## src/rtl/cnu_pkg.sv

```systemverilog
package cnu_pkg;
  // Default geometry: one row of an 8-column base matrix, 6-bit LLRs.
  localparam int unsigned CNU_DEF_EDGES = 8;
  localparam int unsigned CNU_DEF_WIDTH = 6;
  // Offset in LSBs (0.5 with one fractional bit).
  localparam int unsigned CNU_OFFSET_LSB = 1;
endpackage

```

## src/rtl/cnu_edge_prep.sv

```systemverilog
// Splits one incoming message into a clamped magnitude and a masked sign.
module cnu_edge_prep #(
  parameter int unsigned W = cnu_pkg::CNU_DEF_WIDTH
) (
  input  logic [W-1:0] msg,
  input  logic         en,
  output logic [W-2:0] mag,
  output logic         sgn
);
  logic [W-1:0] negated;
  logic         is_most_neg;

  always_comb begin
    negated     = -msg;
    is_most_neg = (msg == {1'b1, {(W-1){1'b0}}});
    if (is_most_neg)      mag = {(W-1){1'b1}};   // clamp
    else if (msg[W-1])    mag = negated[W-2:0];
    else                  mag = msg[W-2:0];
    sgn = en & msg[W-1];
  end
endmodule

```

## src/rtl/cnu_min_track.sv

```systemverilog
// Finds the two smallest magnitudes among connected edges and the owner of
// the smallest one; strict comparison gives ties to the lowest index.
module cnu_min_track #(
  parameter int unsigned EDGES = cnu_pkg::CNU_DEF_EDGES,
  parameter int unsigned MW    = cnu_pkg::CNU_DEF_WIDTH - 1,
  localparam int unsigned IDXW = (EDGES > 1) ? $clog2(EDGES) : 1
) (
  input  logic [EDGES*MW-1:0] mags,
  input  logic [EDGES-1:0]    en,
  output logic [MW-1:0]       min1,
  output logic [MW-1:0]       min2,
  output logic [IDXW-1:0]     owner
);
  always_comb begin
    min1  = {MW{1'b1}};
    min2  = {MW{1'b1}};
    owner = '0;
    for (int i = 0; i < EDGES; i++) begin
      if (en[i]) begin
        if (mags[i*MW +: MW] < min1) begin
          min2  = min1;
          min1  = mags[i*MW +: MW];
          owner = IDXW'(i);
        end else if (mags[i*MW +: MW] < min2) begin
          min2 = mags[i*MW +: MW];
        end
      end
    end
  end

  // The second minimum can never undercut the first.
  always_comb begin
    p_order_r3: assert (min1 <= min2)
      else $error("min tracker order broken");
  end
endmodule

```

## src/rtl/cnu_edge_out.sv

```systemverilog
// Applies the offset, sign and saturation for one outgoing edge.
module cnu_edge_out #(
  parameter int unsigned W = cnu_pkg::CNU_DEF_WIDTH
) (
  input  logic [W-2:0] mag,
  input  logic         neg,
  input  logic         en,
  output logic [W-1:0] msg
);
  localparam int unsigned MW = W - 1;
  localparam logic [MW-1:0] OFS = MW'(cnu_pkg::CNU_OFFSET_LSB);
  localparam logic signed [W:0] SAT_HI = (W+1)'((1 << (W-1)) - 1);
  localparam logic signed [W:0] SAT_LO = -SAT_HI;

  logic [MW-1:0]       reduced;
  logic signed [W:0]   wide;

  always_comb begin
    reduced = (mag > OFS) ? (mag - OFS) : '0;
    wide    = neg ? -$signed({2'b00, reduced}) : $signed({2'b00, reduced});
    if (wide > SAT_HI)      wide = SAT_HI;
    else if (wide < SAT_LO) wide = SAT_LO;
    msg = en ? wide[W-1:0] : '0;
  end
endmodule

```

## src/rtl/cnu_offset_minsum.sv

```systemverilog
module cnu_offset_minsum #(
  parameter int unsigned EDGES = cnu_pkg::CNU_DEF_EDGES,
  parameter int unsigned W     = cnu_pkg::CNU_DEF_WIDTH
) (
  input  logic                 clk,
  input  logic                 rst_n,
  input  logic                 in_valid,
  output logic                 in_ready,
  input  logic [EDGES*W-1:0]   in_msgs,
  input  logic [EDGES-1:0]     in_mask,
  output logic                 out_valid,
  input  logic                 out_ready,
  output logic [EDGES*W-1:0]   out_msgs
);
  localparam int unsigned MW   = W - 1;
  localparam int unsigned IDXW = (EDGES > 1) ? $clog2(EDGES) : 1;

  logic [EDGES*MW-1:0] mags;
  logic [EDGES-1:0]    sgns;
  logic [MW-1:0]       min1, min2;
  logic [IDXW-1:0]     owner;
  logic                parity;
  logic [EDGES*W-1:0]  next_msgs;
  logic                take;

  genvar e;
  generate
    for (e = 0; e < EDGES; e++) begin : g_prep
      cnu_edge_prep #(.W(W)) u_prep (
        .msg (in_msgs[e*W +: W]),
        .en  (in_mask[e]),
        .mag (mags[e*MW +: MW]),
        .sgn (sgns[e])
      );
    end
  endgenerate

  cnu_min_track #(.EDGES(EDGES), .MW(MW)) u_track (
    .mags  (mags),
    .en    (in_mask),
    .min1  (min1),
    .min2  (min2),
    .owner (owner)
  );

  assign parity = ^sgns;

  generate
    for (e = 0; e < EDGES; e++) begin : g_out
      logic [MW-1:0] pick;
      assign pick = (owner == IDXW'(e)) ? min2 : min1;
      cnu_edge_out #(.W(W)) u_out (
        .mag (pick),
        .neg (parity ^ sgns[e]),
        .en  (in_mask[e]),
        .msg (next_msgs[e*W +: W])
      );
    end
  endgenerate

  assign in_ready = !out_valid || out_ready;
  assign take     = in_valid && in_ready;

  always_ff @(posedge clk or negedge rst_n) begin
    if (!rst_n) begin
      out_valid <= 1'b0;
      out_msgs  <= '0;
    end else begin
      if (take) begin
        out_valid <= 1'b1;
        out_msgs  <= next_msgs;
      end else if (out_ready) begin
        out_valid <= 1'b0;
      end
    end
  end

  // Stalled output keeps its row.
  p_hold_r2: assert property (@(posedge clk) disable iff (!rst_n)
    out_valid && !out_ready |=> out_valid && $stable(out_msgs));

  // Drained output with nothing offered goes empty.
  p_drain_r2: assert property (@(posedge clk) disable iff (!rst_n)
    out_valid && out_ready && !in_valid |=> !out_valid);

  // An accepted row is presented on the next cycle.
  p_accept_r9: assert property (@(posedge clk) disable iff (!rst_n)
    in_valid && in_ready |=> out_valid);

  generate
    for (e = 0; e < EDGES; e++) begin : g_chk
      p_range_r6: assert property (@(posedge clk) disable iff (!rst_n)
        out_valid |-> out_msgs[e*W +: W] != {1'b1, {(W-1){1'b0}}});
      p_masked_r7: assert property (@(posedge clk) disable iff (!rst_n)
        in_valid && in_ready && !in_mask[e] |=> out_msgs[e*W +: W] == '0);
    end
  endgenerate
endmodule

```

## config.mk

```make
export PLATFORM = sky130hd
export DESIGN_NAME = cnu_offset_minsum
export DESIGN_NICKNAME = d
export VERILOG_FILES = /design/src/rtl/cnu_pkg.sv /design/src/rtl/cnu_edge_prep.sv /design/src/rtl/cnu_min_track.sv /design/src/rtl/cnu_edge_out.sv /design/src/rtl/cnu_offset_minsum.sv
export SDC_FILE = /design/constraint.sdc
export NUM_CORES = 1
export LEC_CHECK = 0
export BUFFER_PORTS_ARGS = -buffer_cell sky130_fd_sc_hd__buf_2
export CAP_MARGIN = 30
export CORE_AREA = 3 3 142 144
export CTS_CLUSTER_DIAMETER = 200
export DETAILED_ROUTE_END_ITERATION = 10
export DIE_AREA = 0 0 145 147
export PLACE_DENSITY = 0.7
export SYNTH_ARGS = -nofsm -noshare
export SYNTH_HDL_FRONTEND = slang
export SYNTH_SLANG_ARGS = --single-unit
```

## constraint.sdc

```tcl
create_clock -name clk -period 2.1 [get_ports clk]
set_input_delay 0.105 -clock clk [delete_from_list [all_inputs] [get_ports clk]]
set_output_delay 0.105 -clock clk [all_outputs]
set_load 0.02 [all_outputs]
```

==> metrics.md, run 1 <==
| Metric | Value |
|---|---|
| Die X | 145 um |
| Worst-path endpoint category | register data pin |
| Clock sink count | 49 |
| Post-Syn Nets | 1474 |
| Post-synth top cells | 210 x nand2_1, 101 x nor2_1, 79 x o21ai_0 |
| Syn Area/Cell | 7.158 um^2 |
| Cells after Synth | 1343 |
| Total CTS buffers | 5 |
| Failing step | global routing |
| Largest net degree at the start of global routing | 50 |
| Status | stopped before the end |
| Post-synthesis cell type count | 108 |
| EDFF count, synth | 0 |
| Prevailing post-synth register cell | dfrtp_1 |
| DP Wirelength | 31920 um |
| Worst_ep grt | out_msgs[0]$_DFFE_PN0P_/D |
| Port buffer count | 109 |
| # IOs | 110 |
| H-tree depth | 2 |
| Register bit total from synthesis | 49 |
| Top post-synthesis cells by area | dfrtp_1 13%, ha_1 9.2%, nand2_1 8.2% |
| Count leader, synth | nand2_1 |
| Tool Error | [ERROR DPL-0038] Utilization greater than 100%, impossible to legalize |
| Root buffer selected by CTS | clkbuf_16 |
| GPL Wtd Cong | 1.023 |
| Sequential fraction of the synthesis area | 0.1276 |
| Clock Path Buffers | 2 |
| DP Area | 15160 um^2 |
| Syn Std Cell Area | 9613 um^2 |
| Post-synth top area cell | dfrtp_1 |
| Rows | 50 |
| Die height | 147 um |
| Ys async rst share | 1.000 |
| Yosys warns | 0 |
| Initial Util | 0.5105 |
| Post-synth top area share | 0.1276 |
cells by family after synthesis:
kind of cell	after synthesis	synth area share
AOI/OAI and AO/OA	453	0.3506
xor gates and xnor gates	52	0.04738
and+or+nand+nor	558	0.2852
buffers and inverters	115	0.04842
muxes	39	0.04204
adders and majority gates	77	0.09879
DFF	49	0.1276
what timing repair did:
action / in CTS
endpoints found under the setup margin: 48
buffers inserted: 114
pin swaps: 140
resized for setup: 291
hold buffers: 1
cloned: 1
endpoints found under the hold margin: 49
per-stage QoR:
stage	hold slack [ns]	instances	setup WS [ns]	setup TNS, ns
2_1_floorplan	-0.1906	1343	-12.27	-553.24
3_3_place_gp	-0.03104	2235	-12.47	-573.34
3_5_place_dp	-0.03044	2235	-12.70	-584.16
4_1_cts	0.07591	2358	-11.53	-531.13
==> run 2, diff against run 1 <==
--- a/config.mk
+++ b/config.mk
@@ -7,11 +7,10 @@
 export LEC_CHECK = 0
 export BUFFER_PORTS_ARGS = -buffer_cell sky130_fd_sc_hd__buf_2
 export CAP_MARGIN = 30
-export CORE_AREA = 3 3 142 144
-export CTS_CLUSTER_DIAMETER = 200
+export CORE_AREA = 3 3 168 170
 export DETAILED_ROUTE_END_ITERATION = 10
-export DIE_AREA = 0 0 145 147
-export PLACE_DENSITY = 0.7
+export DIE_AREA = 0 0 171 173
+export PLACE_DENSITY_LB_ADDON = 0.15
 export SYNTH_ARGS = -nofsm -noshare
 export SYNTH_HDL_FRONTEND = slang
 export SYNTH_SLANG_ARGS = --single-unit
==> run 2 against run 1 <==
Net effect: the flow now finishes, with violations (setup timing); synthesized cell count unchanged; synthesized area unchanged.
==> metrics.md, run 2 <==
| Metric | Value |
|---|---|
| Status | finished with violations (was stopped before the end) |
| Failing checks | setup timing |
| Initial DRC Count | 1117 |
| # IOs | 110 (unchanged) |
| Non-filler cells, final | 2492 |
| Worst-Margin Slew | 0.6984 ns |
| Post-synth top area cell | dfrtp_1 (unchanged) |
| Slew margin rel. | 0.5321 |
| EDFF count, synth | 0 (unchanged) |
| DIE AREA | 29580 um^2 |
| Syn Area/Cell | 7.158 um^2 (unchanged) |
| CTS tree | built |
| Final setup fails | 48 |
| Number of flip-flops in the largest register | 48 |
| Most flop-heavy register | out_msgs |
| Root buffer selected by CTS | clkbuf_16 (unchanged) |
| Post-Syn Nets | 1474 (unchanged) |
| Initial Util | 0.3577 (was 0.5105) |
| Rows | 60 (was 50) |
| Post-synthesis cell type count | 108 (unchanged) |
| Area of the core | 26880 um^2 |
| WL final | 45400 um |
| Worst-path maximum fanout | 7 |
| Post-synth top cells | 210 x nand2_1, 101 x nor2_1, 79 x o21ai_0 (unchanged) |
| Syn Std Cell Area | 9613 um^2 (unchanged) |
| Final cycle utilization of the critical path | 6.875 |
| Startpoint Class | primary input |
| Number of global-route vias before repair | 13640 |
| Area delta synth->final | 93.61% |
| DP Wirelength | 31750 um (was 31920 um) |
| Skew-Pair Late Insertion Delay | 0.31 ns |
| Sequential fraction of the synthesis area | 0.1276 (unchanged) |
| Die height | 173 um (was 147 um) |
| Most frequent CP cell | a21o_1 |
| Cell at the slowest stage of the critical path | o41ai_4 |
| Commonest non-fill, non-tap cells in the layout | 671 x buf_4, 180 x nand2_1, 107 x buf_2, 78 x nor2_1, 59 x buf_6 |
| Yosys warns | 0 (unchanged) |
| Placed Cells | 2327 (was 2235) |
| CP arrival | 14.66 ns |
| Cells after Synth | 1343 (unchanged) |
| Congestion Overflow GR | 0 |
| Hold slack | 0.06492 ns |
| Worst hold path type | primary input to register |
| Initial DRT Pass Iterations | 9 |
| Unrepaired setup endpoints after global routing | true |
| Max Cap Viol | 0 |
| Count leader, synth | nand2_1 (unchanged) |
| Total track usage | 0.2630 |
| Register bit total from synthesis | 49 (unchanged) |
| Post-synth top area share | 0.1276 (unchanged) |
| H-tree depth | 2 (unchanged) |
| Critical Path Max Stage Delay | 0.46 ns |
| Fmax | 0.06927 GHz |
| Worst path required time | 2.32 ns |
| CP endpoint kind | register |
| Largest net degree at the start of global routing | 26 |
| Layout cell share with drive strength beyond 1 | 0.5765 |
| Slew Limit Fails | 0 |
| Drt wl/cell | 18.22 um |
| Min Tclk post-route | 14.44 ns |
| Clock Pin Slew Worst Setup and Hold Paths | 0.08 ns |
| Total CTS buffers | 5 (unchanged) |
| Final nets | 2281 |
| Initial antenna violation count | 0 |
| First-pass GRT wire length | 65490 um |
| Diode count | 0 |
| Clock Path Buffers | 2 (unchanged) |
| Clock sink count | 49 (unchanged) |
| Hold Violations, Final | 0 |
| Port buffer count | 109 (unchanged) |
| Die X | 171 um (was 145 um) |
| Setup Skew | 0.01272 ns |
| Crit path kind | primary input to register |
| Top post-synthesis cells by area | dfrtp_1 13%, ha_1 9.2%, nand2_1 8.2% (unchanged) |
| Commonest non-fill, non-tap cell in the layout | buf_4 |
| Prevailing post-synth register cell | dfrtp_1 (unchanged) |
| DRC viols | 0 |
| Post-DR vias/cell | 5.674 |
| GPL Wtd Cong | 0.9253 (was 1.023) |
| Biggest regs | out_msgs (48), out_valid (1) |
| Worst Setup Slack, final | -12.34 ns |
| Ys async rst share | 1.000 (unchanged) |
| Post-DRT Antenna Nets | 0 |
| Total number of vias | 14140 |
run 2: kinds of logic (layout without fill, tap and decap cells):
group,count (synthesis),in the layout,synth area share
fa+ha+maj,77,77,0.09879
flops,49,49,0.1276
compound gates,453,453,0.3506
buf+inv,115,922,0.04842
xor+xnor,52,52,0.04738
mux,39,39,0.04204
simple gates,558,559,0.2852
run 2: layout make-up:
class                      count  area, um^2
tap                          341       426.7
sequential                    49        1226
multi-input combinational   1180       10130
timing repair buffer         844        6375
inverter                      70       287.8
clock buffer                   5       125.1
clock inverter                 3       43.79
fill                        2001        8264
run 2: worst max-delay path: cells and delay by family:
family / cells / cell delay, ns
compound gates: 26 / 5.55
simple gates: 22 / 4.21
buf+inv: 16 / 1.97
fa+ha+maj: 9 / 1.75
mux: 4 / 0.97
xor+xnor: 1 / 0.06
run 2: worst paths after layout:
| path | start | end | slack (ns) | cells after the start |
|---|---|---|---|---|
| max reg2reg | out_valid | out_msgs[24] | 0.23 | 6 |
| min | in_valid | out_valid | 0.06 | 2 |
| max | in_msgs[0] | out_msgs[0] | -12.34 | 78 |
| max in group asynchronous | rst_n | out_msgs[26] | 1.05 | 3 |
| min reg2reg | out_msgs[42] | out_msgs[42] | 0.46 | 2 |
| min in group asynchronous | rst_n | out_msgs[30] | 0.36 | 2 |
run 2: metrics by stage:
| step | area, um^2 | setup slack [ns] | setup TNS (ns) | util |
|---|---|---|---|---|
| final | 18610 | -12.34 | -560.60 | 0.6925 |
| after global routing | 18610 | -12.99 | -590.07 | 0.6925 |
| after CTS | 17130 | -11.93 | -546.35 | 0.6375 |
| after detailed placement | 15350 | -12.96 | -596.75 | 0.5710 |
| after global placement | 15350 | -12.85 | -592.05 | 0.5710 |
| after floorplan | 10290 | -12.27 | -553.24 | - |
run 2: metal layers:
layer	up-vias	wire, um	GRT usage
met5	-	0	0
met4	0	2085	0.08216
met3	185	2681	0.03498
met2	568	22520	0.4730
met1	6722	18110	0.3221
li1	6665	-	-
run 2: what timing repair did:
action | 4_1_cts | 5_1_grt
setup endpoints to repair | 48 | 48
hold buffers | 1 | 0
pin swaps | 103 | 157
resized for setup | 180 | 239
hold endpoints to repair | 22 | 0
gates cloned | 1 | 1
setup buffers | 106 | 54
Power of run 2 is left out: the tool's default activity adds up to more than one toggle a clock period on the data nets, which glitch-free logic cannot reach.
